[src/rtl/tirq_pkg.sv]
package tirq_pkg;

    localparam int ROUTE_W   = 5;
    localparam int NUM_LINES = 1 << ROUTE_W;

    typedef logic [ROUTE_W-1:0]   route_t;
    typedef logic [NUM_LINES-1:0] lines_t;

    localparam route_t LEG_ROUTE_CH0 = route_t'(0);
    localparam route_t LEG_ROUTE_CH1 = route_t'(8);
    localparam route_t RTC_ROUTE     = route_t'(8);

    // Per-channel control presented to the channel state machine.
    typedef struct packed {
        logic fire;
        logic level;
        logic en;
        logic clr;
    } chan_ctl_t;

    // Per-channel registered state.
    typedef struct packed {
        logic status;
        logic pulse;
    } chan_st_t;

    // Destination line after applying legacy replacement routing.
    function automatic route_t pick_route(input int idx, input logic legacy,
                                          input route_t field);
        if (legacy && idx == 0) return LEG_ROUTE_CH0;
        if (legacy && idx == 1) return LEG_ROUTE_CH1;
        return field;
    endfunction

    function automatic lines_t to_onehot(input route_t r);
        lines_t v;
        v    = '0;
        v[r] = 1'b1;
        return v;
    endfunction

endpackage

[src/rtl/tirq_chan.sv]
module tirq_chan
    import tirq_pkg::*;
(
    input  logic      clk,
    input  logic      rst,
    input  chan_ctl_t ctl,
    input  logic      global_en,
    output chan_st_t  st
);

    logic active;
    assign active = ctl.en & global_en;

    always_ff @(posedge clk) begin
        if (rst) begin
            st <= '0;
        end else if (!active) begin
            st <= '0;
        end else begin
            st.pulse <= ctl.fire & ~ctl.level;
            if (ctl.fire)
                st.status <= ctl.level;
            else if (ctl.clr && st.status)
                st.status <= 1'b0;
        end
    end

    assert_level_set_R2: assert property (@(posedge clk) disable iff (rst)
        (active && ctl.fire && ctl.level) |=> (st.status && !st.pulse));

    assert_edge_pulse_R3: assert property (@(posedge clk) disable iff (rst)
        (active && ctl.fire && !ctl.level) |=> (st.pulse && !st.status));

    assert_off_clears_R4: assert property (@(posedge clk) disable iff (rst)
        (!active) |=> (!st.status && !st.pulse));

    assert_w1c_R5: assert property (@(posedge clk) disable iff (rst)
        (active && !ctl.fire && ctl.clr) |=> !st.status);

    assert_hold_R6: assert property (@(posedge clk) disable iff (rst)
        (active && !ctl.fire && !ctl.clr) |=> $stable(st.status));

    assert_fire_wins_R12: assert property (@(posedge clk) disable iff (rst)
        (active && ctl.fire && ctl.level && ctl.clr) |=> st.status);

endmodule

[src/rtl/tirq_map.sv]
module tirq_map
    import tirq_pkg::*;
#(
    parameter int N_TIMERS = 3
)(
    input  logic                clk,
    input  logic                rst,
    input  logic                legacy_en,
    input  route_t              routes [N_TIMERS],
    input  logic [N_TIMERS-1:0] act,
    output lines_t              tlines
);

    lines_t hot [N_TIMERS];

    for (genvar i = 0; i < N_TIMERS; i++) begin : g_src
        route_t eff;
        assign eff    = pick_route(i, legacy_en, routes[i]);
        assign hot[i] = act[i] ? to_onehot(eff) : '0;
    end

    always_comb begin
        tlines = '0;
        for (int i = 0; i < N_TIMERS; i++)
            tlines = tlines | hot[i];
    end

    assert_legacy_ch0_R8: assert property (@(posedge clk) disable iff (rst)
        (legacy_en && act[0]) |-> tlines[LEG_ROUTE_CH0]);

    assert_legacy_ch1_R8: assert property (@(posedge clk) disable iff (rst)
        (legacy_en && act[1]) |-> tlines[LEG_ROUTE_CH1]);

    assert_no_phantom_R11: assert property (@(posedge clk) disable iff (rst)
        (act == '0) |-> (tlines == '0));

endmodule

[src/rtl/tirq_rtc.sv]
module tirq_rtc (
    input  logic clk,
    input  logic rst,
    input  logic rtc_level,
    input  logic legacy_en,
    output logic rtc_line
);

    logic rtc_q;

    always_ff @(posedge clk) begin
        if (rst) rtc_q <= 1'b0;
        else     rtc_q <= rtc_level;
    end

    assign rtc_line = rtc_q & ~legacy_en;

    assert_rtc_follow_R9: assert property (@(posedge clk) disable iff (rst)
        (!$past(rst) && !legacy_en) |-> (rtc_line == $past(rtc_level)));

endmodule

[src/rtl/timer_irq_router.sv]
module timer_irq_router
    import tirq_pkg::*;
#(
    parameter int N_TIMERS = 3
)(
    input  logic                        clk,
    input  logic                        rst,
    input  logic [N_TIMERS-1:0]         fire,
    input  logic [N_TIMERS*ROUTE_W-1:0] route_flat,
    input  logic [N_TIMERS-1:0]         level_mode,
    input  logic [N_TIMERS-1:0]         chan_en,
    input  logic                        global_en,
    input  logic                        legacy_en,
    input  logic                        rtc_level,
    input  logic                        status_clr,
    input  logic [N_TIMERS-1:0]         status_clr_mask,
    output logic [NUM_LINES-1:0]        irq_lines,
    output logic [N_TIMERS-1:0]         status
);

    route_t              routes [N_TIMERS];
    logic [N_TIMERS-1:0] act;
    lines_t              tlines;
    logic                rtc_line;

    for (genvar i = 0; i < N_TIMERS; i++) begin : g_ch
        chan_ctl_t ctl;
        chan_st_t  st;

        assign routes[i] = route_flat[i*ROUTE_W +: ROUTE_W];
        assign ctl.fire  = fire[i];
        assign ctl.level = level_mode[i];
        assign ctl.en    = chan_en[i];
        assign ctl.clr   = status_clr & status_clr_mask[i];

        tirq_chan u_chan (
            .clk       (clk),
            .rst       (rst),
            .ctl       (ctl),
            .global_en (global_en),
            .st        (st)
        );

        assign status[i] = st.status;
        assign act[i]    = st.status | st.pulse;
    end

    tirq_map #(.N_TIMERS(N_TIMERS)) u_map (
        .clk       (clk),
        .rst       (rst),
        .legacy_en (legacy_en),
        .routes    (routes),
        .act       (act),
        .tlines    (tlines)
    );

    tirq_rtc u_rtc (
        .clk       (clk),
        .rst       (rst),
        .rtc_level (rtc_level),
        .legacy_en (legacy_en),
        .rtc_line  (rtc_line)
    );

    always_comb begin
        irq_lines = tlines;
        if (rtc_line) irq_lines[RTC_ROUTE] = 1'b1;
    end

    assert_reset_quiet_R1: assert property (@(posedge clk)
        $past(rst) |-> (status == '0 && irq_lines == '0));

    assert_rtc_restore_R10: assert property (@(posedge clk) disable iff (rst)
        (!$past(rst) && !legacy_en && $past(rtc_level)) |-> irq_lines[RTC_ROUTE]);

endmodule

[config.mk]
export PLATFORM = sky130hd
export DESIGN_NAME = timer_irq_router
export DESIGN_NICKNAME = d
export VERILOG_FILES = /design/src/rtl/tirq_pkg.sv /design/src/rtl/tirq_chan.sv /design/src/rtl/tirq_map.sv /design/src/rtl/tirq_rtc.sv /design/src/rtl/timer_irq_router.sv
export SDC_FILE = /design/constraint.sdc
export NUM_CORES = 1
export LEC_CHECK = 0
export BUFFER_PORTS_ARGS = -buffer_cell sky130_fd_sc_hd__buf_4
export CAP_MARGIN = 10
export CELL_PAD_IN_SITES_DETAIL_PLACEMENT = 1
export CELL_PAD_IN_SITES_GLOBAL_PLACEMENT = 1
export CORE_UTILIZATION = 29
export CTS_BUF_LIST = sky130_fd_sc_hd__clkbuf_4
export CTS_CLUSTER_SIZE = 40
export DETAILED_ROUTE_END_ITERATION = 6
export PLACE_DENSITY = 0.88
export RECOVER_POWER = 25
export REMOVE_ABC_BUFFERS = 1
export SYNTH_ARGS = -nofsm -noshare
export SYNTH_HDL_FRONTEND = slang
export SYNTH_SLANG_ARGS = --single-unit
[constraint.sdc]
create_clock -name clk -period 1.3 [get_ports clk]
set_input_delay 0.26 -clock clk [delete_from_list [all_inputs] [get_ports clk]]
set_output_delay 0.26 -clock clk [all_outputs]
set_load 0.005 [all_outputs]
# Yosys cells after proc, flatten, opt, wreduce, memory -nomap -nowiden
# Cells that the tools add are included.
# op_classes
n_lt_le_gt_ge	6
n_mux	21
bitwise	22
reduce_logical	12
# op_table
op	n
$mux 32	3
$or 32x32->32	2
$mux 5	4
$lt 5x6->1 const B	3
$demux 1 s5	3
$ge 5x1->1 const B	3
$mux 1	11
$and 1x1->1	10
$not 1->1	7
$logic_and 1x1->1	6
$reduce_bool 2->1	3
$reduce_or 2->1	3
$or 1x1->1	3
# word_totals
reg_bits	7
input_bits	33
out_inout_bits	35
word_cells	68

# Longest topological paths before layout
# Gate-level depths: netlist (run 1).
# depth
word_depth	10
mapped_depth	5
depth_no_buf	3

# Cells and area by module
# From an unflattened synthesis (run 1), not the netlist that was laid out.
# hier_totals
hier_cells	184
hier_area_um2	1300.0
# modules_own_cells
mod	instances	cells_per_inst	area_each_um2	seq_area_each_um2
tirq_map	1	153	991.0	0.0
tirq_chan	3	7	72.6	40.0
tirq_rtc	1	3	47.5	20.0
timer_irq_router	1	7	43.8	0.0

# Worst setup path after synthesis (run 1)
# Ideal clock, no wire load.
# synth_path
kind	input port to output port
startpoint	input legacy_en
endpoint	output irq_lines[12]
arrival_ps	1120
t_required_ps	1040
path_slack_ps	-80
stages	4
n_path_buf	1
cell_sequence	buf_6 or4b_4 nand3b_4 o211ai_2
# synth_between
elab_chain_len	9
elab_cells_between_ends	17
classes_between	order compare (4); mux (9); bitwise (2); reduce/logical (2)
# synth_rtl
element	line	source
from (decl)	timer_irq_router.sv:13	input logic legacy_en,
$mux 1 *	tirq_pkg.sv:30, tirq_pkg.sv:31	
$mux 5 (on tied branches)	tirq_pkg.sv:31, tirq_pkg.sv:32	
$lt 5x6->1 (not written as such) / $ge 5x1->1 (equally long branches)	tirq_pkg.sv:38	v[r] = 1'b1;
$logic_and 1x1->1 (not written as such)	tirq_pkg.sv:38	
$mux 1 (not written as such)	tirq_pkg.sv:38	
$demux 1 s5	-	
$mux 32	tirq_map.sv:19	assign hot[i] = act[i] ? to_onehot(eff) : '0;
$or 32x32->32 * (2 in a row)	tirq_map.sv:25	tlines = tlines | hot[i];
to (decl)	timer_irq_router.sv:17	output logic [NUM_LINES-1:0] irq_lines,
# Mark *: on every way between the ends. The rest lies on a longest branch, timed or not.

# Final worst setup path (run 1)
# layout_path
startpoint	register g_ch[1].u_chan.st[1] (netlist name)
endpoint	output irq_lines[5]
# layout_between
elab_chain_len	4
# layout_rtl
element	line	source
$or 1x1->1	timer_irq_router.sv:45	assign act[i] = st.status | st.pulse;
$mux 32	tirq_map.sv:19	
$or 32x32->32 (2 in a row)	tirq_map.sv:25	
# No other way between the ends.

==> summary.md, run 1 <==
| Metric | Value |
|---|---|
| Max IR drop VDD | 0.0005006 V |
| Cell accounting for the most synthesized area | o221ai_1 |
| Adder-cell share of the synthesized area | 0% |
| Distinct cells, synth | 44 |
| Total number of vias | 2273 |
| TritonCTS clock tree | yes |
| Critical path type | reg2out |
| Drt total wl | 9241 um |
| Initial DRC Count | approximately 220 |
| Total power | ~960 uW |
| FF+latch count, synth | 7 |
| Warnings from Yosys | 0 |
| Number of flops mapped to enable cells by yosys | 0 |
| Die H | 69.44 um |
| HPWL Detailed | 5274 um |
| Die X | 69.44 um |
| Critical Path AT | 1.56 ns |
| Via-to-Cell Ratio | ~6.4 |
| Mapped cell area | ~1300 um2 |
| Post-synthesis simple-gate area fraction | between 50% and 60% |
| IO Count | 68 |
| Register area | roughly 150 um2 |
| Clk_lat worst skew | roughly 0.26 ns |
| FFs w/ async S/R, synth | 0% |
| GPL Wtd Cong | 0.9181 |
| Worst Tran Pin Value | 0.4943 ns |
| H-tree levels | 1 |
| MaxCap Viol Count | 0 |
| Synth Instances | 187 |
| Reg clk slew, reported paths | 0.05 ns |
| Worst relative slew slack | 66.98% |
| Worst-path fanout max | 5 |
| Status | finished with violations |
| Antenna violations before repair | 0 |
| PortBufs | 67 |
| Largest net degree at the start of global routing | 17 |
| Power per cell area | 354.4 nW/um2 |
| Main combinational cell family by area after synthesis | simple AND/OR/NAND/NOR gates |
| CTS Hold Buffers Added | 0 |
| WL per Instance | 26.18 um |
| Vias in the first global route | 2413 |
| Placed cells | 343 |
| # fillers | 525 |
| DRC viols | 0 |
| Period utilization | 140.0% |
| Area delta synth->final | 105.4% |
| Post-Synth XOR/XNOR Area | 0% |
| Die area | 4821 um2 |
| Unrepaired setup endpoints after global routing | yes |
| Fmax | 549.6 MHz |
| Layout Utilization | 62.21% |
| Total GRT Usage | 35.73% |
| # rows | 24 |
| Post-route insts no fill | 353 |
| Yosys top cell area share | 13.95% |
| Area of the multi-input gates | 1384 um2 |
| Largest cells by area after synthesis | o221ai_1 14%, dfxtp_1 11%, nand2_1 7.7% |
| Final Max Slew Viols | 0 |
| Mux share of post-synthesis cell area | 0.7590% |
| Ys flop type | dfxtp_1 |
| Endpoints failing hold | 0 |
| Worst Setup End Kind | output pin |
| Seq/Total Area, Yosys | 10.63% |
| Setup WS post-layout | -0.5196 ns |
| Core region area | 4354 um2 |
| Mean Syn Cell Area | 7.052 um2 |
| Clock Sink Count | 7 |
| CTS Root Cell | clkbuf_4 |
| ANT nets after route | 0 |
| CP Launch Type | register |
| Grt ovf | 0 |
| Global-route wire length before repair | 13370 um |
| Failing checks | setup timing |
| Final min period | 1.820 ns |
| CTS buffer count | 3 |
| Initial core utilization | 30.29% |
| Lkg Pwr | 1.183 nW |
| Compound-Gate Fraction of Synth Area | between 20% and 30% |
| Post-layout nets | 335 |
| Final setup fails | 32 |
| Worst Hold Class | in2reg |
| Maximum clock path buffer count | 2 |
| Share of layout cells above drive strength 1 | 62.13% |
| Drt first pass iters | 4 |
| Ant. Diodes | 0 |
| Required @ worst endpoint | 1.04 ns |
| Clock Skew | 0 ns |
synthesized netlist by cell type, types with 3 or more instances:
library cell and n:
nand3_1 16, o211ai_1 6, nand2_1 27, dfxtp_1 7, clkbuf_1 6, o221ai_1 21, buf_4 3, a21oi_1 4
nand3b_1 10, nor2_1 11, buf_2 4, or2_1 3, nor3b_1 3, nor2b_1 9, nand4_1 16, and2_1 3
cell usage in the layout, fill, tap and decap left out, drive strengths merged, types with 6 or more instances in the layout:
cell type | synthesis | routed
nor2 | 11 | 11
o211ai | 7 | 7
nand2 | 27 | 27
clkbuf | 6 | 6
buf | 9 | 123
nor2b | 9 | 9
nand4 | 16 | 16
o221ai | 21 | 21
nand3b | 11 | 11
or2 | 6 | 6
nand3 | 16 | 16
dfxtp | 7 | 7
path summary, 6_finish.rpt:
check	startpoint	endpoint	slack, ns	depth (start not counted)
setup / recovery	g_ch[1].u_chan.st[1]	irq_lines[5]	-0.52	6
hold / removal	level_mode[2]	g_ch[2].u_chan.st[0]	0.16	2
setup reg to reg	g_ch[2].u_chan.st[1]	g_ch[2].u_chan.st[1]	0.40	3
hold reg to reg	g_ch[0].u_chan.st[1]	g_ch[0].u_chan.st[1]	0.65	3
flip-flops by register name, summed over array words and instances, names as in the netlist:
| name | flops |
|---|---|
| g_ch.u_chan.st | 6 |
| u_rtc.rtc_q | 1 |
routing by layer:
| layer | global-route usage, % | routed length [um] | vias up |
|---|---|---|---|
| met5 | 0 | 0 | - |
| met4 | 20.41 | 510 | 0 |
| met2 | 61.60 | 4538 | 144 |
| li1 | - | - | 976 |
| met3 | 5.378 | 620 | 50 |
| met1 | 41.85 | 3572 | 1103 |
critical path: stages (launching register included):
cell and delay, ns:
dfxtp_2 0.33, or2_4 0.30, buf_4 0.16, buf_6 0.11
nand4_1 0.10, o211ai_1 0.14, buf_4 0.16
final cells by class:
cell class / count / share of cell area [%]
Tap cell: 52 / 2.402
Timing Repair Buffer: 125 / 39.77
Clock buffer: 4 / 1.109
Multi-Input combinational cell: 163 / 51.09
Inverter: 2 / 0.2771
Sequential cell: 7 / 5.358
what timing repair did:
action / CTS / global route
cloned: 1 / 0
pin swaps: 23 / 12
buffers inserted: 3 / 3
resized for setup: 59 / 20
setup endpoints to repair: 32 / 32
endpoints found under the hold margin: 0 / 0
stage by stage:
stage	TNS [ns]	hold slack (ns)	cell area (um2)	setup slack, ns
6_report	-13.59	0.1645	2709	-0.5196
5_1_grt	-14.71	0.1618	2709	-0.5355
4_1_cts	-11.24	0.1617	2557	-0.4058
3_5_place_dp	-7.935	0.4365	2227	-0.3416
3_3_place_gp	-7.322	0.4307	2227	-0.3059
2_1_floorplan	-3.646	0.3316	1231	-0.3377
logic make-up after synthesis:
| family | Yosys count |
|---|---|
| AND/OR/NAND/NOR | 119 |
| AO/OA/AOI/OAI | 43 |
| buffers and inverters | 17 |
| flip-flops | 7 |
| multiplexers | 1 |
power breakdown:
group | internal, mW | switching [mW]
logic | 0.230 | 0.278
registers | 0.220 | 0.00301
clock network | 0.139 | 0.0902
(Power assumes the default switching activity.)
==> run 2: changes to the inputs <==
--- a/config.mk
+++ b/config.mk
@@ -9,11 +9,10 @@
 export CAP_MARGIN = 10
 export CELL_PAD_IN_SITES_DETAIL_PLACEMENT = 1
 export CELL_PAD_IN_SITES_GLOBAL_PLACEMENT = 1
-export CORE_UTILIZATION = 29
-export CTS_BUF_LIST = sky130_fd_sc_hd__clkbuf_4
+export CORE_UTILIZATION = 28
 export CTS_CLUSTER_SIZE = 40
 export DETAILED_ROUTE_END_ITERATION = 6
-export PLACE_DENSITY = 0.88
+export PLACE_DENSITY = 0.85
 export RECOVER_POWER = 25
 export REMOVE_ABC_BUFFERS = 1
 export SYNTH_ARGS = -nofsm -noshare
==> summary.md, run 2 (synthesis gave the netlist of run 1 again) <==
| Metric | Value |
|---|---|
| PortBufs | 67 |
| Unrepaired setup endpoints after global routing | yes |
| Die H | 70.63 um |
| Biggest regs | g_ch.u_chan.st x6, u_rtc.rtc_q x1 |
| Drt first pass iters | 7 |
| Reg2reg setup slack | roughly 0.38 ns |
| Status | finished with violations |
| CTS Hold Buffers Added | 0 |
| Most common cell after layout, fill and taps aside | buf_4 |
| Period utilization | 136.7% |
| Clock Sink Count | 7 |
| CP Launch Type | register |
| Worst Hold Class | in2reg |
| Critical path type | reg2out |
| TritonCTS clock tree | yes |
| Lkg Pwr | 1.160 nW |
| Final setup fails | 32 |
| Worst Setup End Kind | output pin |
| Antenna violations before repair | 0 |
| Worst relative slew slack | slightly above 70% |
| IO Count | 68 |
| # fillers | 516 |
| Largest net degree at the start of global routing | 13 |
| Clock Skew | 0 ns |
| H-tree levels | 1 |
| MaxCap Viol Count | 0 |
| Final Max Slew Viols | 0 |
| Switching power total | 360.9 uW |
| Area delta synth->final | 105.8% |
| Seq pwr share | 21.8% |
| Vias in the first global route | between 2000 and 2500 |
| Post-layout nets | 337 |
| Commonest non-fill, non-tap cells in the layout | 101 x buf_4, 21 x nand2_1, 18 x buf_6 |
| Total GRT Usage | 32.39% |
| Total power | 1.030 mW |
| WL per Instance | roughly 24 um |
| Layout Utilization | 61.06% |
| Endpoints failing hold | 0 |
| Internal power | 669.1 uW |
| Worst Tran Pin Value | 0.4065 ns |
| Die X | slightly above 70 um |
| Ant. Diodes | 0 |
| Max reg flops | 6 |
| Setup WS post-layout | -0.4770 ns |
| # rows | 24 |
| CP Cell Sequence | or2_4, nand3b_1, buf_12, o211ai_1, buf_4 |
| Sw Share | 35.04% |
| Share of layout cells above drive strength 1 | 61.39% |
| HPWL Detailed | 5479 um |
| Pre-CTS setup slack | -0.3446 ns |
| CTS Root Cell | clkbuf_8 |
| Initial DRC Count | 193 |
| Worst path max stage delay | 0.33 ns |
| Global-route wire length before repair | 12610 um |
| Total number of vias | 2264 |
| ANT nets after route | 0 |
| Comb pwr share | 49.1% |
| CTS buffer count | 3 |
| Power per cell area | 379.5 nW/um2 |
| Critical Path AT | 1.52 ns |
| DRC viols | 8 |
| Final min period | 1.777 ns |
| Reg clk slew, reported paths | roughly 0.04 ns |
| Grt ovf | 0 |
| Clk_lat worst skew | 0.22 ns |
| Clock share of power | 29.1% |
| Worst-path fanout max | 8 |
| Required @ worst endpoint | 1.04 ns |
| Drt total wl | about 8400 um |
| Core region area | approximately 4400 um2 |
| Hold Slack | 0.1971 ns |
| Fmax | between 500 and 600 MHz |
| Initial core utilization | 29.67% |
| Most flops, register | g_ch.u_chan.st |
| Maximum clock path buffer count | 2 |
| GPL Wtd Cong | 0.9122 |
| Failing checks | DRC, setup timing |
| Slowest cell on crit path | dfxtp_2 |
| Die area | roughly 5000 um2 |
| Max IR drop VDD | 0.0004642 V |
| Via-to-Cell Ratio | 6.377 |
| Setup TNS | -11.95 ns |
## run 2: cell type report
cell class | instances | area [um2] | share of cell area (%)
Inverter | 2 | 7.507 | 0.2766
Clock buffer | 4 | 45.04 | 1.660
Timing Repair Buffer | 127 | 1090 | 40.16
Sequential cell | 7 | 145.1 | 5.348
Tap cell | 52 | 65.06 | 2.397
Multi-Input combinational cell | 163 | 1361 | 50.16
## run 2: final timing paths
path,startpoint,endpoint,cells past startpoint
max,g_ch[2].u_chan.st[0],irq_lines[18],5
min,level_mode[1],g_ch[1].u_chan.st[0],2
max reg2reg,g_ch[2].u_chan.st[1],g_ch[2].u_chan.st[1],5
min reg2reg,g_ch[0].u_chan.st[1],g_ch[0].u_chan.st[1],3
## run 2: layer usage
layer	vias to the layer above	share of wire (%)	global-route usage [%]	wire, um
met2	155	49	57.17	4162
li1	973	-	-	-
met4	0	4.7	16.22	400
met5	-	0	0	0
met3	42	7.1	5.413	603
met1	1094	39	37.92	3272
## run 2: power by group through the flow
| stage | clock, mW | sequential, mW | combinational [mW] |
|---|---|---|---|
| final | 0.300 | 0.224 | 0.506 |
| after global routing | 0.316 | 0.224 | 0.528 |
| after CTS | 0.309 | 0.223 | 0.464 |
| after detailed placement | 0 | 0.226 | 0.406 |
| after global placement | 0 | 0.226 | 0.391 |
| after floorplan | 0 | 0.226 | 0.122 |
## run 2: metrics by stage
step | std cells | area [um2]
after floorplan | 172 | 1231
after global placement | 345 | 2230
after detailed placement | 345 | 2230
after CTS | 354 | 2618
after global routing | 355 | 2714
final | 355 | 2714
## run 2: what timing repair did
| action | in CTS | in global routing |
|---|---|---|
| endpoints found under the setup margin | 32 | 32 |
| gates cloned | 1 | 0 |
| gates resized for setup | 66 | 16 |
| buffers inserted | 4 | 1 |
| pin swaps | 24 | 8 |
## run 2: critical path: cells and delay by family, from the launching register on
family	cells	cell delay, ns
flip-flops	1	0.33
AO/OA/AOI/OAI	1	0.28
buffers and inverters	2	0.36
AND/OR/NAND/NOR	2	0.32
==> run 3: changes to the inputs <==
--- a/config.mk
+++ b/config.mk
@@ -5,16 +5,18 @@
 export SDC_FILE = /design/constraint.sdc
 export NUM_CORES = 1
 export LEC_CHECK = 0
-export BUFFER_PORTS_ARGS = -buffer_cell sky130_fd_sc_hd__buf_4
+export BUFFER_PORTS_ARGS = -buffer_cell sky130_fd_sc_hd__clkbuf_2
 export CAP_MARGIN = 10
 export CELL_PAD_IN_SITES_DETAIL_PLACEMENT = 1
 export CELL_PAD_IN_SITES_GLOBAL_PLACEMENT = 1
-export CORE_UTILIZATION = 28
+export CORE_UTILIZATION = 29
+export CTS_BUF_LIST = sky130_fd_sc_hd__clkbuf_4
 export CTS_CLUSTER_SIZE = 40
 export DETAILED_ROUTE_END_ITERATION = 6
-export PLACE_DENSITY = 0.85
+export PLACE_DENSITY = 0.88
 export RECOVER_POWER = 25
 export REMOVE_ABC_BUFFERS = 1
+export SLEW_MARGIN = 15
 export SYNTH_ARGS = -nofsm -noshare
 export SYNTH_HDL_FRONTEND = slang
 export SYNTH_SLANG_ARGS = --single-unit
==> summary.md, run 3 (synthesis gave the netlist of run 1 again) <==
| Metric | Value |
|---|---|
| Worst Setup End Kind | output pin |
| Unrepaired setup endpoints after global routing | yes |
| # rows | 24 |
| Commonest non-fill, non-tap cells in the layout | 60 x clkbuf_2, 46 x buf_4, 21 x nand2_1 |
| Die H | 69.44 um |
| PortBufs | 67 |
| Max IR drop VDD | 0.0004825 V |
| Status | finished with violations |
| WL per Instance | 23.69 um |
| Post-layout nets | 336 |
| Lkg Pwr | 1.141 nW |
| Final setup fails | 33 |
| Reg2reg setup slack | 0.36 ns |
| Crit. Startpoint | g_ch[1].u_chan.st[1] |
| Die X | 69.44 um |
| Biggest regs | g_ch.u_chan.st x6, u_rtc.rtc_q x1 |
| ANT nets after route | 0 |
| # fillers | ~560 |
| Largest net degree at the start of global routing | 20 |
| CTS buffer count | 3 |
| Required @ worst endpoint | around 1.0 ns |
| Initial core utilization | 30.29% |
| Ant. Diodes | 0 |
| Crit Reg-Reg Startpoint | g_ch[1].u_chan.st[1] |
| Die area | 4821 um2 |
| Maximum clock path buffer count | 2 |
| Reg clk slew, reported paths | approximately 0.050 ns |
| Clock Sink Count | 7 |
| Power per cell area | 369.8 nW/um2 |
| Critical path destination | irq_lines[27] |
| TritonCTS clock tree | yes |
| Via-to-Cell Ratio | 6.446 |
| Most flops, register | g_ch.u_chan.st |
| Worst-path fanout max | 3 |
| Share of layout cells above drive strength 1 | slightly above 60% |
| Critical path type | reg2out |
| Area delta synth->final | 88.52% |
| MaxCap Viol Count | 0 |
| Endpoints failing hold | 0 |
| Most common cell after layout, fill and taps aside | clkbuf_2 |
| Period utilization | 136.5% |
| Setup WS post-layout | -0.4749 ns |
| Fmax | between 500 and 600 MHz |
| Critical Path AT | 1.51 ns |
| H-tree levels | 1 |
| Worst Hold Class | in2reg |
| Failing checks | setup timing |
| Final min period | 1.775 ns |
| Drt total wl | ~8400 um |
| Worst Tran Pin Value | 0.4701 ns |
| Total GRT Usage | 31.77% |
| Drt first pass iters | 5 |
| Worst relative slew slack | 68.66% |
| DRC viols | 0 |
| Final Max Slew Viols | 0 |
| Reg2reg path depth | 5 |
| Antenna violations before repair | 0 |
| Initial DRC Count | 253 |
| Clock Skew | 0 ns |
| IO Count | 68 |
| Clk_lat worst skew | 0.26 ns |
| Register area | 146.4 um2 |
| Core region area | 4354 um2 |
| Area of the multi-input gates | 1359 um2 |
| HPWL Detailed | 5332 um |
| CTS Root Cell | clkbuf_4 |
| Hold Slack | 0.1676 ns |
| Grt ovf | 0 |
| RR Endpoint | g_ch[1].u_chan.st[1] |
| Total number of vias | approximately 2300 |
| Global-route wire length before repair | about 12000 um |
| GPL Wtd Cong | 0.9143 |
| Max reg flops | 6 |
| Total power | 919.3 uW |
| Hold Crit Depth | 2 |
| CP Launch Type | register |
| Vias in the first global route | 2310 |
## run 3: worst min-delay path by stage
stage | end | startpoint
after floorplan | u_rtc.rtc_q | rst
after global placement | u_rtc.rtc_q | rst
after detailed placement | u_rtc.rtc_q | rst
after CTS | u_rtc.rtc_q | rst
after global routing | u_rtc.rtc_q | rst
final | u_rtc.rtc_q | rst
## run 3: timing repair
item / in CTS / in global routing
hold buffers: 0 / 0
pin swaps: 25 / 10
gates cloned: 1 / 1
buffers inserted: 1 / 2
resized for setup: 52 / 28
setup endpoints to repair: 32 / 32
## run 3: layout make-up
type                            instances  area share, %
Tap cell                               52          2.617
Clock buffer                            4          1.208
Timing Repair Buffer                  126          35.33
Sequential cell                         7          5.888
Inverter                                2         0.3020
Multi-Input combinational cell        163          54.66
## run 3: metrics by stage
step	area (um2)	util (%)	setup TNS (ns)	worst slack [ns]	std cells
after global routing	2486	57.10	-13.06	-0.4839	354
after global placement	2069	47.53	-8.813	-0.3553	346
after detailed placement	2069	47.53	-10.20	-0.4239	346
final	2486	57.10	-11.85	-0.4749	354
after CTS	2332	53.56	-10.93	-0.4105	351
after floorplan	1231	-	-3.646	-0.3377	172
## run 3: power by group
part	switching [mW]	internal, mW	leakage [nW]
combinational	0.268	0.203	1.06
sequential	0.00265	0.220	0.0593
clock	0.0875	0.138	0.0184
total	0.358	0.562	1.14
## run 3: critical path, stage by stage (launching register included)
cell      delay [ns]
dfxtp_2         0.32
buf_6           0.11
o211ai_1        0.29
o32ai_2         0.16
a31o_2          0.24
clkbuf_2        0.12
## run 3: metal layers
metal	global-route usage [%]	routed length (um)
met4	15.65	467
met1	38.08	3067
met3	3.198	704
met2	56.09	4147
met5	0	0
